<file path="config.mk">
export PLATFORM = sky130hd
export DESIGN_NAME = sprog_seq
export DESIGN_NICKNAME = d
export VERILOG_FILES = /design/src/rtl/sprog_pkg.sv /design/src/rtl/sprog_shift.sv /design/src/rtl/sprog_framer.sv /design/src/rtl/sprog_ctrl.sv /design/src/rtl/sprog_seq.sv
export SDC_FILE = /design/constraint.sdc
export NUM_CORES = 1
export LEC_CHECK = 0
export ABC_AREA = 1
export BUFFER_PORTS_ARGS = -buffer_cell sky130_fd_sc_hd__buf_2
export CAP_MARGIN = 30
export CORE_AREA = 5 5 130 132
export DETAILED_ROUTE_END_ITERATION = 6
export DIE_AREA = 0 0 135 137
export PLACE_DENSITY = 0.75
export SLEW_MARGIN = 20
export SYNTH_ARGS = -nofsm -noshare
export SYNTH_HDL_FRONTEND = slang
export SYNTH_SLANG_ARGS = --single-unit
</file>
<file path="constraint.sdc">
create_clock -name clk -period 2.1 [get_ports clk]
set_input_delay 0.525 -clock clk [delete_from_list [all_inputs] [get_ports clk]]
set_output_delay 0.525 -clock clk [all_outputs]
set_load 0.01 [all_outputs]
</file>
<file path="src/rtl/sprog_pkg.sv">
package sprog_pkg;

    typedef enum logic [3:0] {
        S_IDLE,
        S_RPULSE,
        S_RWAIT,
        S_EN,
        S_REQ,
        S_LDLO,
        S_LDHI,
        S_WRPG,
        S_POLL,
        S_TWAIT,
        S_DONE,
        S_ERR
    } seq_state_e;

    typedef enum logic [2:0] {
        FK_EN,
        FK_LDLO,
        FK_LDHI,
        FK_WR,
        FK_POLL
    } frame_kind_e;

    localparam logic [7:0] OP_EN0   = 8'hAC;
    localparam logic [7:0] OP_EN1   = 8'h53;
    localparam logic [7:0] OP_LD_LO = 8'h40;
    localparam logic [7:0] OP_LD_HI = 8'h48;
    localparam logic [7:0] OP_WR_PG = 8'h4C;
    localparam logic [7:0] OP_POLL  = 8'hF0;

endpackage

</file>
<file path="src/rtl/sprog_shift.sv">
module sprog_shift #(
    parameter int HALF_CLKS = 4
) (
    input  logic        clk,
    input  logic        rst_n,
    input  logic        start,
    input  logic [31:0] frame_i,
    input  logic        miso,
    output logic        sck,
    output logic        mosi,
    output logic        busy,
    output logic        done,
    output logic [31:0] rx_o
);
    localparam int CW = $clog2(HALF_CLKS);
    localparam int RW = $clog2(HALF_CLKS + 1);
    localparam logic [CW-1:0] LAST = CW'(HALF_CLKS - 1);

    typedef struct packed {
        logic          busy;
        logic          sck;
        logic [CW-1:0] cnt;
        logic [4:0]    bitn;
        logic [31:0]   tx;
        logic [31:0]   rx;
        logic          done;
    } shf_t;

    shf_t q, d;

    always_comb begin
        d      = q;
        d.done = 1'b0;
        if (!q.busy) begin
            if (start) begin
                d.busy = 1'b1;
                d.tx   = frame_i;
                d.cnt  = '0;
                d.bitn = '0;
                d.sck  = 1'b0;
            end
        end else if (q.cnt == LAST) begin
            d.cnt = '0;
            if (!q.sck) begin
                d.sck = 1'b1;
                d.rx  = {q.rx[30:0], miso};
            end else begin
                d.sck  = 1'b0;
                d.tx   = {q.tx[30:0], 1'b0};
                d.bitn = q.bitn + 5'd1;
                if (q.bitn == 5'd31) begin
                    d.busy = 1'b0;
                    d.done = 1'b1;
                end
            end
        end else begin
            d.cnt = q.cnt + CW'(1);
        end
    end

    always_ff @(posedge clk or negedge rst_n) begin
        if (!rst_n) q <= '0;
        else        q <= d;
    end

    assign sck  = q.sck;
    assign mosi = q.tx[31];
    assign busy = q.busy;
    assign done = q.done;
    assign rx_o = q.rx;

    // half-period watch: cycles the previous sck level lasted
    logic          sck_prev_q;
    logic [RW-1:0] run_q;
    always_ff @(posedge clk or negedge rst_n) begin
        if (!rst_n) begin
            sck_prev_q <= 1'b0;
            run_q      <= RW'(HALF_CLKS);
        end else begin
            sck_prev_q <= sck;
            if (sck != sck_prev_q)             run_q <= RW'(1);
            else if (run_q != RW'(HALF_CLKS))  run_q <= run_q + RW'(1);
        end
    end

    // data line only moves while the clock line is low
    p_mosi_low_r3: assert property (@(posedge clk) disable iff (!rst_n)
        !$stable(mosi) |-> !sck);

    // every clock level lasts at least HALF_CLKS cycles
    p_half_min_r3: assert property (@(posedge clk) disable iff (!rst_n)
        (sck != sck_prev_q) |-> (run_q >= RW'(HALF_CLKS)));

    // a new frame is never started on top of a running one
    p_start_idle_r4: assert property (@(posedge clk) disable iff (!rst_n)
        start |-> !busy);

endmodule

</file>
<file path="src/rtl/sprog_framer.sv">
module sprog_framer
    import sprog_pkg::*;
#(
    parameter int AW = 16
) (
    input  frame_kind_e       kind,
    input  logic [AW-1:0]     addr,
    input  logic [15:0]       word,
    output logic [31:0]       frame
);
    logic [15:0] a16;
    assign a16 = 16'(addr);

    always_comb begin
        unique case (kind)
            FK_EN:   frame = {OP_EN0, OP_EN1, 8'h00, 8'h00};
            FK_LDLO: frame = {OP_LD_LO, a16[15:8], a16[7:0], word[7:0]};
            FK_LDHI: frame = {OP_LD_HI, a16[15:8], a16[7:0], word[15:8]};
            FK_WR:   frame = {OP_WR_PG, a16[15:8], a16[7:0], 8'h00};
            default: frame = {OP_POLL, 24'h000000};
        endcase
    end
endmodule

</file>
<file path="src/rtl/sprog_ctrl.sv">
module sprog_ctrl
    import sprog_pkg::*;
#(
    parameter int AW         = 16,
    parameter int PAGE_WORDS = 32,
    parameter int RST_W      = 40,
    parameter int WAIT_CLKS  = 400000,
    parameter int T_WD       = 90000,
    parameter int MAX_TRIES  = 4
) (
    input  logic                 clk,
    input  logic                 rst_n,
    input  logic                 start,
    input  logic                 poll_en,
    input  logic [AW-$clog2(PAGE_WORDS)-1:0] pg_first,
    input  logic [AW-$clog2(PAGE_WORDS)-1:0] pg_count,
    output logic                 buf_req,
    output logic [AW-1:0]        buf_addr,
    input  logic                 buf_rdy,
    input  logic [15:0]          buf_data,
    output logic                 tgt_rst,
    output logic                 fr_start,
    output frame_kind_e          fr_kind,
    output logic [AW-1:0]        fr_addr,
    output logic [15:0]          fr_word,
    input  logic                 fr_done,
    input  logic [31:0]          fr_rx,
    output logic                 done,
    output logic                 err
);
    localparam int OFFW = $clog2(PAGE_WORDS);
    localparam int PGW  = AW - OFFW;
    localparam int TM1  = (WAIT_CLKS > RST_W) ? WAIT_CLKS : RST_W;
    localparam int TMAX = (TM1 > T_WD) ? TM1 : T_WD;
    localparam int TW   = $clog2(TMAX + 1);
    localparam int TRW  = $clog2(MAX_TRIES + 1);
    localparam logic [OFFW-1:0] LASTW = OFFW'(PAGE_WORDS - 1);

    typedef struct packed {
        seq_state_e      st;
        logic            sent;
        logic [TW-1:0]   timer;
        logic [TRW-1:0]  tries;
        logic [PGW-1:0]  page;
        logic [PGW-1:0]  left;
        logic [OFFW-1:0] word;
        logic [15:0]     data;
    } ctl_t;

    ctl_t q, d;
    logic adv;
    logic unused_rx;
    assign unused_rx = ^{fr_rx[31:16], fr_rx[7:1]};

    always_comb begin
        d   = q;
        adv = 1'b0;
        unique case (q.st)
            S_IDLE, S_DONE, S_ERR: begin
                if (start) begin
                    d.st    = S_RPULSE;
                    d.page  = pg_first;
                    d.left  = pg_count;
                    d.tries = '0;
                    d.timer = '0;
                    d.sent  = 1'b0;
                end
            end
            S_RPULSE: begin
                if (q.timer == TW'(RST_W - 1)) begin
                    d.timer = '0;
                    d.st    = S_RWAIT;
                end else begin
                    d.timer = q.timer + TW'(1);
                end
            end
            S_RWAIT: begin
                if (q.timer == TW'(WAIT_CLKS - 1)) begin
                    d.timer = '0;
                    d.st    = S_EN;
                end else begin
                    d.timer = q.timer + TW'(1);
                end
            end
            S_EN: begin
                if (!q.sent) begin
                    d.sent = 1'b1;
                end else if (fr_done) begin
                    d.sent = 1'b0;
                    if (fr_rx[15:8] == OP_EN1) begin
                        d.word = '0;
                        d.st   = S_REQ;
                    end else if (q.tries == TRW'(MAX_TRIES - 1)) begin
                        d.st = S_ERR;
                    end else begin
                        d.tries = q.tries + TRW'(1);
                        d.timer = '0;
                        d.st    = S_RPULSE;
                    end
                end
            end
            S_REQ: begin
                if (buf_rdy) begin
                    d.data = buf_data;
                    d.st   = S_LDLO;
                end
            end
            S_LDLO: begin
                if (!q.sent) begin
                    d.sent = 1'b1;
                end else if (fr_done) begin
                    d.sent = 1'b0;
                    d.st   = S_LDHI;
                end
            end
            S_LDHI: begin
                if (!q.sent) begin
                    d.sent = 1'b1;
                end else if (fr_done) begin
                    d.sent = 1'b0;
                    if (q.word == LASTW) begin
                        d.st = S_WRPG;
                    end else begin
                        d.word = q.word + OFFW'(1);
                        d.st   = S_REQ;
                    end
                end
            end
            S_WRPG: begin
                if (!q.sent) begin
                    d.sent = 1'b1;
                end else if (fr_done) begin
                    d.sent  = 1'b0;
                    d.timer = '0;
                    d.st    = poll_en ? S_POLL : S_TWAIT;
                end
            end
            S_POLL: begin
                if (!q.sent) begin
                    d.sent = 1'b1;
                end else if (fr_done) begin
                    d.sent = 1'b0;
                    adv    = !fr_rx[0];
                end
            end
            S_TWAIT: begin
                if (q.timer == TW'(T_WD - 1)) begin
                    d.timer = '0;
                    adv     = 1'b1;
                end else begin
                    d.timer = q.timer + TW'(1);
                end
            end
            default: d.st = S_IDLE;
        endcase

        if (adv) begin
            if (q.left == PGW'(1)) begin
                d.st = S_DONE;
            end else begin
                d.page = q.page + PGW'(1);
                d.left = q.left - PGW'(1);
                d.word = '0;
                d.st   = S_REQ;
            end
        end
    end

    always_ff @(posedge clk or negedge rst_n) begin
        if (!rst_n) q <= '0;
        else        q <= d;
    end

    always_comb begin
        unique case (q.st)
            S_LDLO:  fr_kind = FK_LDLO;
            S_LDHI:  fr_kind = FK_LDHI;
            S_WRPG:  fr_kind = FK_WR;
            S_POLL:  fr_kind = FK_POLL;
            default: fr_kind = FK_EN;
        endcase
    end

    assign fr_start = !q.sent && (q.st == S_EN || q.st == S_LDLO || q.st == S_LDHI ||
                                  q.st == S_WRPG || q.st == S_POLL);
    assign fr_addr  = (q.st == S_WRPG) ? {q.page, {OFFW{1'b0}}} : {q.page, q.word};
    assign fr_word  = q.data;
    assign buf_req  = (q.st == S_REQ);
    assign buf_addr = {q.page, q.word};
    assign tgt_rst  = (q.st == S_RPULSE);
    assign done     = (q.st == S_DONE);
    assign err      = (q.st == S_ERR);

    // an open request keeps its address until the buffer answers
    p_req_hold_r6: assert property (@(posedge clk) disable iff (!rst_n)
        (buf_req && !buf_rdy) |=> (buf_req && $stable(buf_addr)));

    // completion level persists until a new start
    p_done_hold_r11: assert property (@(posedge clk) disable iff (!rst_n)
        (done && !start) |=> done);

endmodule

</file>
<file path="src/rtl/sprog_seq.sv">
module sprog_seq
    import sprog_pkg::*;
#(
    parameter int AW         = 16,
    parameter int PAGE_WORDS = 32,
    parameter int HALF_CLKS  = 4,
    parameter int RST_W      = 40,
    parameter int WAIT_CLKS  = 400000,
    parameter int T_WD       = 90000,
    parameter int MAX_TRIES  = 4
) (
    input  logic                              clk,
    input  logic                              rst_n,
    input  logic                              start,
    input  logic                              poll_en,
    input  logic [AW-$clog2(PAGE_WORDS)-1:0]  pg_first,
    input  logic [AW-$clog2(PAGE_WORDS)-1:0]  pg_count,
    output logic                              buf_req,
    output logic [AW-1:0]                     buf_addr,
    input  logic                              buf_rdy,
    input  logic [15:0]                       buf_data,
    output logic                              tgt_rst,
    output logic                              tgt_sck,
    output logic                              tgt_mosi,
    input  logic                              tgt_miso,
    output logic                              done,
    output logic                              err
);
    logic          fr_start, fr_done, fr_busy;
    frame_kind_e   fr_kind;
    logic [AW-1:0] fr_addr;
    logic [15:0]   fr_word;
    logic [31:0]   fr_frame, fr_rx;

    sprog_ctrl #(
        .AW(AW), .PAGE_WORDS(PAGE_WORDS), .RST_W(RST_W),
        .WAIT_CLKS(WAIT_CLKS), .T_WD(T_WD), .MAX_TRIES(MAX_TRIES)
    ) u_ctrl (
        .clk(clk), .rst_n(rst_n), .start(start), .poll_en(poll_en),
        .pg_first(pg_first), .pg_count(pg_count),
        .buf_req(buf_req), .buf_addr(buf_addr), .buf_rdy(buf_rdy), .buf_data(buf_data),
        .tgt_rst(tgt_rst), .fr_start(fr_start), .fr_kind(fr_kind), .fr_addr(fr_addr),
        .fr_word(fr_word), .fr_done(fr_done), .fr_rx(fr_rx), .done(done), .err(err)
    );

    sprog_framer #(.AW(AW)) u_framer (
        .kind(fr_kind), .addr(fr_addr), .word(fr_word), .frame(fr_frame)
    );

    sprog_shift #(.HALF_CLKS(HALF_CLKS)) u_shift (
        .clk(clk), .rst_n(rst_n), .start(fr_start), .frame_i(fr_frame),
        .miso(tgt_miso), .sck(tgt_sck), .mosi(tgt_mosi), .busy(fr_busy),
        .done(fr_done), .rx_o(fr_rx)
    );

    // serial clock stays low and no frame runs during a reset pulse
    p_rst_sck_low_r2: assert property (@(posedge clk) disable iff (!rst_n)
        tgt_rst |-> (!tgt_sck && !fr_busy));

    // after giving up, the link is quiet
    p_err_quiet_r5: assert property (@(posedge clk) disable iff (!rst_n)
        err |-> (!tgt_sck && !tgt_rst && !fr_busy));

endmodule

</file>
# After elaboration in Yosys (flattened, before gate mapping)
# Index checks and enable logic that the tools add are counted.
# classes
add_sub_neg	7
n_eq_ne	45
mux	65
bitwise_logic	1
n_reduce_logical	23
# ops
cell	n
case mux 32 bit (4 select lines)	1
case mux 19 bit (6 select lines)	1
2-to-1 mux 22 bit	4
2-to-1 mux 41 bit	2
2-to-1 mux 27 bit	3
2-to-1 mux 19 bit	4
2-to-1 mux 70 bit	1
2-to-1 mux 49 bit	1
2-to-1 mux 5 bit	9
2-to-1 mux 4 bit	11
2-to-1 mux 37 bit	1
case mux 4 bit (9 select lines)	1
inequality test 3 x 1 -> 1 bit, second input constant	11
2-to-1 mux 32 bit	1
2-to-1 mux 24 bit	1
adder 19 x 1 -> 19 bit, second input constant	1
equality test 19 x 17 -> 1 bit, second input constant	1
equality test 19 bit, second input constant	1
equality test 19 x 6 -> 1 bit, second input constant	1
equality test 4 x 3 -> 1 bit, second input constant	4
equality test 4 bit, second input constant	4
2-to-1 mux 1 bit	16
AND reduction 13 bit	1
case mux 3 bit (4 select lines)	1
other kinds (35)	59
# word_totals
ff_bits	144
in_bits	44
output_inout_bits	22
word_cells	156

# Depth between registers and ports, before layout
# depth
word_depth	8
ltp_mapped	12
ltp_nobuf	11

# Hierarchy
# Synthesis repeated with hierarchy kept, for this count alone.
# hier_totals
cells_unflattened	1259
hier_area_um2	9322.7
# by_module_without_submodules
mod	n_inst	cells_each	area_per_inst_um2	seq_area_each_um2
sprog_ctrl	1	797	5353.9	1751.7
sprog_shift	1	399	3568.4	1851.8
sprog_framer	1	63	400.4	0.0

# Worst setup path before layout
# OpenSTA, ideal clock, no wires.
# synth_timing
path_type	reg2reg
start	register u_ctrl.q[46] (netlist bit)
end	register u_ctrl.q[21] (netlist bit)
setup_ns	0.117
arrival_time_ns	1.649
required_time_ns	1.983
path_slack_ns	0.335
stages_incl_launch_ff	10
path_buffers	1
period_less_slack_ns	1.765
cell_sequence	dfrtp_1 > ha_1 > nand2_1 > nor2_1 > nand4_1 > nand2_2 > nand2_2 > buf_4 > nor2_1 > nor2_1
# synth_rtl
element	line_no	rtl
start: declaration	sprog_ctrl.sv:50	ctl_t q, d;
start signal: assignment	sprog_ctrl.sv:170	if (!rst_n) q <= '0;
start signal: assignment	sprog_ctrl.sv:171	else q <= d;

# Worst setup path after layout
# layout_timing
start	register u_ctrl.q[69] (netlist bit)
end	output port tgt_rst
# layout_via
elab_chain_cells	1
# layout_lines
element	line_no	rtl
equality test 4 x 1 -> 1 bit	sprog_ctrl.sv:190	assign tgt_rst = (q.st == S_RPULSE);
end: declaration	sprog_seq.sv:22	output logic tgt_rst,
# No other way between the ends.

==> results.py <==
metrics = {
    "die": {
        "fp.dieArea_mm2": 0.0185,
        "io_pins": 66,
        "rows": 46,
        "core_mm2": 0.0156,
        "dieHeight_um": 137,
        "die_w_um": 135,
        "start_util_pct": 49.2,
    },
    "cells_and_area": {
        "layout.nets": 1177,
        "drive_gt1_share_pct": 15.6,
        "n_antenna_cell": 0,
        "area_growth_pct": 15.1,
    },
    "drt": {
        "dr.pass1.iters": 5,
        "post_drt_wl_per_cell_um": 14.4,
        "drtAntennaViolNets": 0,
        "drt-total-wl_um": 19400,
        "post-route-drc-count": 0,
        "via_count": 7089,
        "vias_per_cell": 5.24,
        "first_iter_violations": 637,
    },
    "power_and_ir_drop": {
        "power.leakage_nw": 4.57,
        "power.density_mw_per_mm2": 1150,
        "ir_worst_vdd_mv": 0.692,
    },
    "timing": {
        "post-route-period-util_pct": 96.3,
        "rsz0062_at_grt": "no",
        "period_minus_slack_ns": 2.02,
        "worstMarginPinSlew_ns": 0.456,
        "slew_violations": 0,
        "fmax_mhz": 494,
        "timing.final.ws_setup_ns": 0.0773,
        "tns_ns": 0,
        "hold_viol_final": 0,
        "setup_violations": 0,
        "finClkSkew_ns": 0.00702,
        "slew_headroom_pct": 69.4,
    },
    "placement": {
        "place.gp.congestion": 0.941,
        "place_ws_ns": 0.0738,
        "hpwl_um": 13700,
        "io_buffer_count": 65,
    },
    "synthesis": {
        "synthTopCellsByArea": "dfrtp_1, nand2_1, nand3_1",
        "synth_edf_count": 0,
        "synth-async-reset-ratio_pct": 100,
        "yosys_warnings": 0,
        "ys_seq_elements": 128,
        "synth_top_area_share_pct": 41.7,
        "avgSynthCellArea_um2": 7.24,
        "synth_ff_type": "dfrtp_1",
        "synth_commonest_cells": "nand2_1, dfrtp_1, nor2_1",
        "yosysMostFrequentCell": "nand2_1",
        "syn_nets": 1114,
        "syn_inst": 1060,
        "synth.distinct_cells": 40,
        "synth_top_area_cell": "dfrtp_1",
        "synth_area_mm2": 0.00768,
        "yosysSeqAreaShare_pct": 41.7,
    },
    "global_route": {
        "grt_util_all_layers_pct": 21.9,
        "grt_first_pass_wirelength_um": 32600,
        "grt_pass1_vias": 6711,
        "overflow": 0,
        "antenna_found_initial": 0,
        "grt_max_degree": 52,
    },
    "cts": {
        "cts_root_buffer": "clkbuf_16",
        "cts_buffers": 17,
        "h-tree-depth": 4,
        "worstSkewPairLatency_ns": 0.42,
        "ctsLongestPathBuffers": 2,
        "cts.hold.buffers_added": 0,
        "clk_pin_slew_ns": 0.06,
        "cts_tree": "done",
        "cts.sinks": 128,
    },
    "worst_setup_path": {
        "path_class": "reg -> out",
        "crit_required_ns": 1.57,
        "slowest_delay_ns": 0.44,
        "ff2ff_path_depth": 9,
        "startpoint_type": "flip-flop",
        "cp_cell_sequence": "inv_2 -> nand2_1 -> nor2_4 -> buf_2",
        "endpoint_kind": "output port",
        "slowest_stage": "dfrtp_1",
        "cp.arrival_ns": 1.50,
        "cp_max_fo": 6,
    },
    "min_path": {
        "min_path_type": "in -> async",
    },
    "run_status": {
        "status": "finished, final reports clean",
    },
    "flow_run": {
        "cap_violations": 0,
    },
}
==> cell usage in the layout (no fill, tap or decap), types with 15 or more instances in the layout <==
cell and instances:
a21oi_1 22, buf_2 64, buf_4 27, clkbuf_16 17
dfrtp_1 126, inv_1 87, mux2_2 21, nand2_1 350
nand3_1 102, nand4_1 29, nor2_1 106, nor3_1 16
o21ai_0 53, o21ai_1 15, xor2_1 21
==> per-stage QoR <==
stage | utilization, % | instances | area, um^2 | hold slack [ns] | power [mW]
3_5_place_dp | 52.7 | 1320 | 8220 | 0.466 | 7.24
4_1_cts | 56.4 | 1352 | 8800 | 0.0458 | 10.2
2_1_floorplan | - | 1060 | 7680 | 0.229 | 6.26
3_3_place_gp | 52.7 | 1320 | 8220 | 0.462 | 7.15
5_1_grt | 56.6 | 1352 | 8830 | 0.0662 | 10.9
6_report | 56.6 | 1352 | 8830 | 0.0497 | 10.1
==> cell families after synthesis <==
logic type	Yosys count	share of synthesized area (%)
AOI/OAI and AO/OA	101	7.01
muxes	26	3.81
buffers and inverters	148	8.65
adders and majority gates	10	1.63
and+or+nand+nor	624	34.6
DFF	128	41.7
xor gates and xnor gates	23	2.62
==> flip-flops by register name (all words and copies together) (netlist names) <==
| name | cells |
|---|---|
| u_shift.sck | 1 |
| u_shift.done | 1 |
| u_shift.rx_o | 16 |
| u_ctrl.fr_word | 16 |
| u_ctrl.buf_addr | 16 |
| u_shift.mosi | 1 |
| u_shift.q | 38 |
| u_shift.busy | 1 |
| u_ctrl.q | 38 |
==> power breakdown <==
part | total (mW) | switching, mW | leakage [nW] | internal [mW]
registers | 3.74 | 0.644 | 1.69 | 3.09
clock network | 2.84 | 1.12 | 0.283 | 1.72
logic | 3.56 | 2.29 | 2.60 | 1.27
==> routing by layer <==
layer	up-vias	part of all wire [%]	routed length (um)	track usage (%)
li1	3533	-	-	-
met1	3307	46	9030	31.0
met2	227	46	8860	33.9
met3	22	6.7	1290	4.67
met4	0	1.3	257	6.66
met5	-	0	0	0
==> critical path: cells and delay by family (launching register included) <==
| kind | cells | cell delay [ns] |
|---|---|---|
| buffers and inverters | 2 | 0.27 |
| AND/OR/NAND/NOR | 2 | 0.36 |
| flip-flops | 1 | 0.44 |
==> repair_timing <==
item	4_1_cts	5_1_grt
pin swaps	0	1
endpoints found under the setup margin	1	48
gates resized for setup	2	10
buffers inserted	0	0
hold endpoints to repair	0	0
==> path summary, 6_finish.rpt <==
| path | start | endpoint | slack, ns |
|---|---|---|---|
| max in group asynchronous | rst_n | u_ctrl.q[24] | 1.43 |
| max reg2reg | u_ctrl.q[46] | u_ctrl.buf_addr[15] | 0.17 |
| min in group clk | buf_data[11] | u_ctrl.fr_word[11] | 0.32 |
| max | u_ctrl.q[69] | tgt_rst | 0.08 |
| min reg2reg | u_shift.q[48] | u_shift.q[48] | 0.48 |
| min | rst_n | u_ctrl.q[57] | 0.05 |
==> layout make-up <==
class,instances,area [um^2]
inverters,99,374
clock buffers,20,467
flip-flops and latches,128,3210
well taps,216,270
multi-input cells,784,3850
repair buffers,93,563
fillers,1456,6760
clock inverters,12,109
No activity file was read; power rests on OpenSTA's default activity.
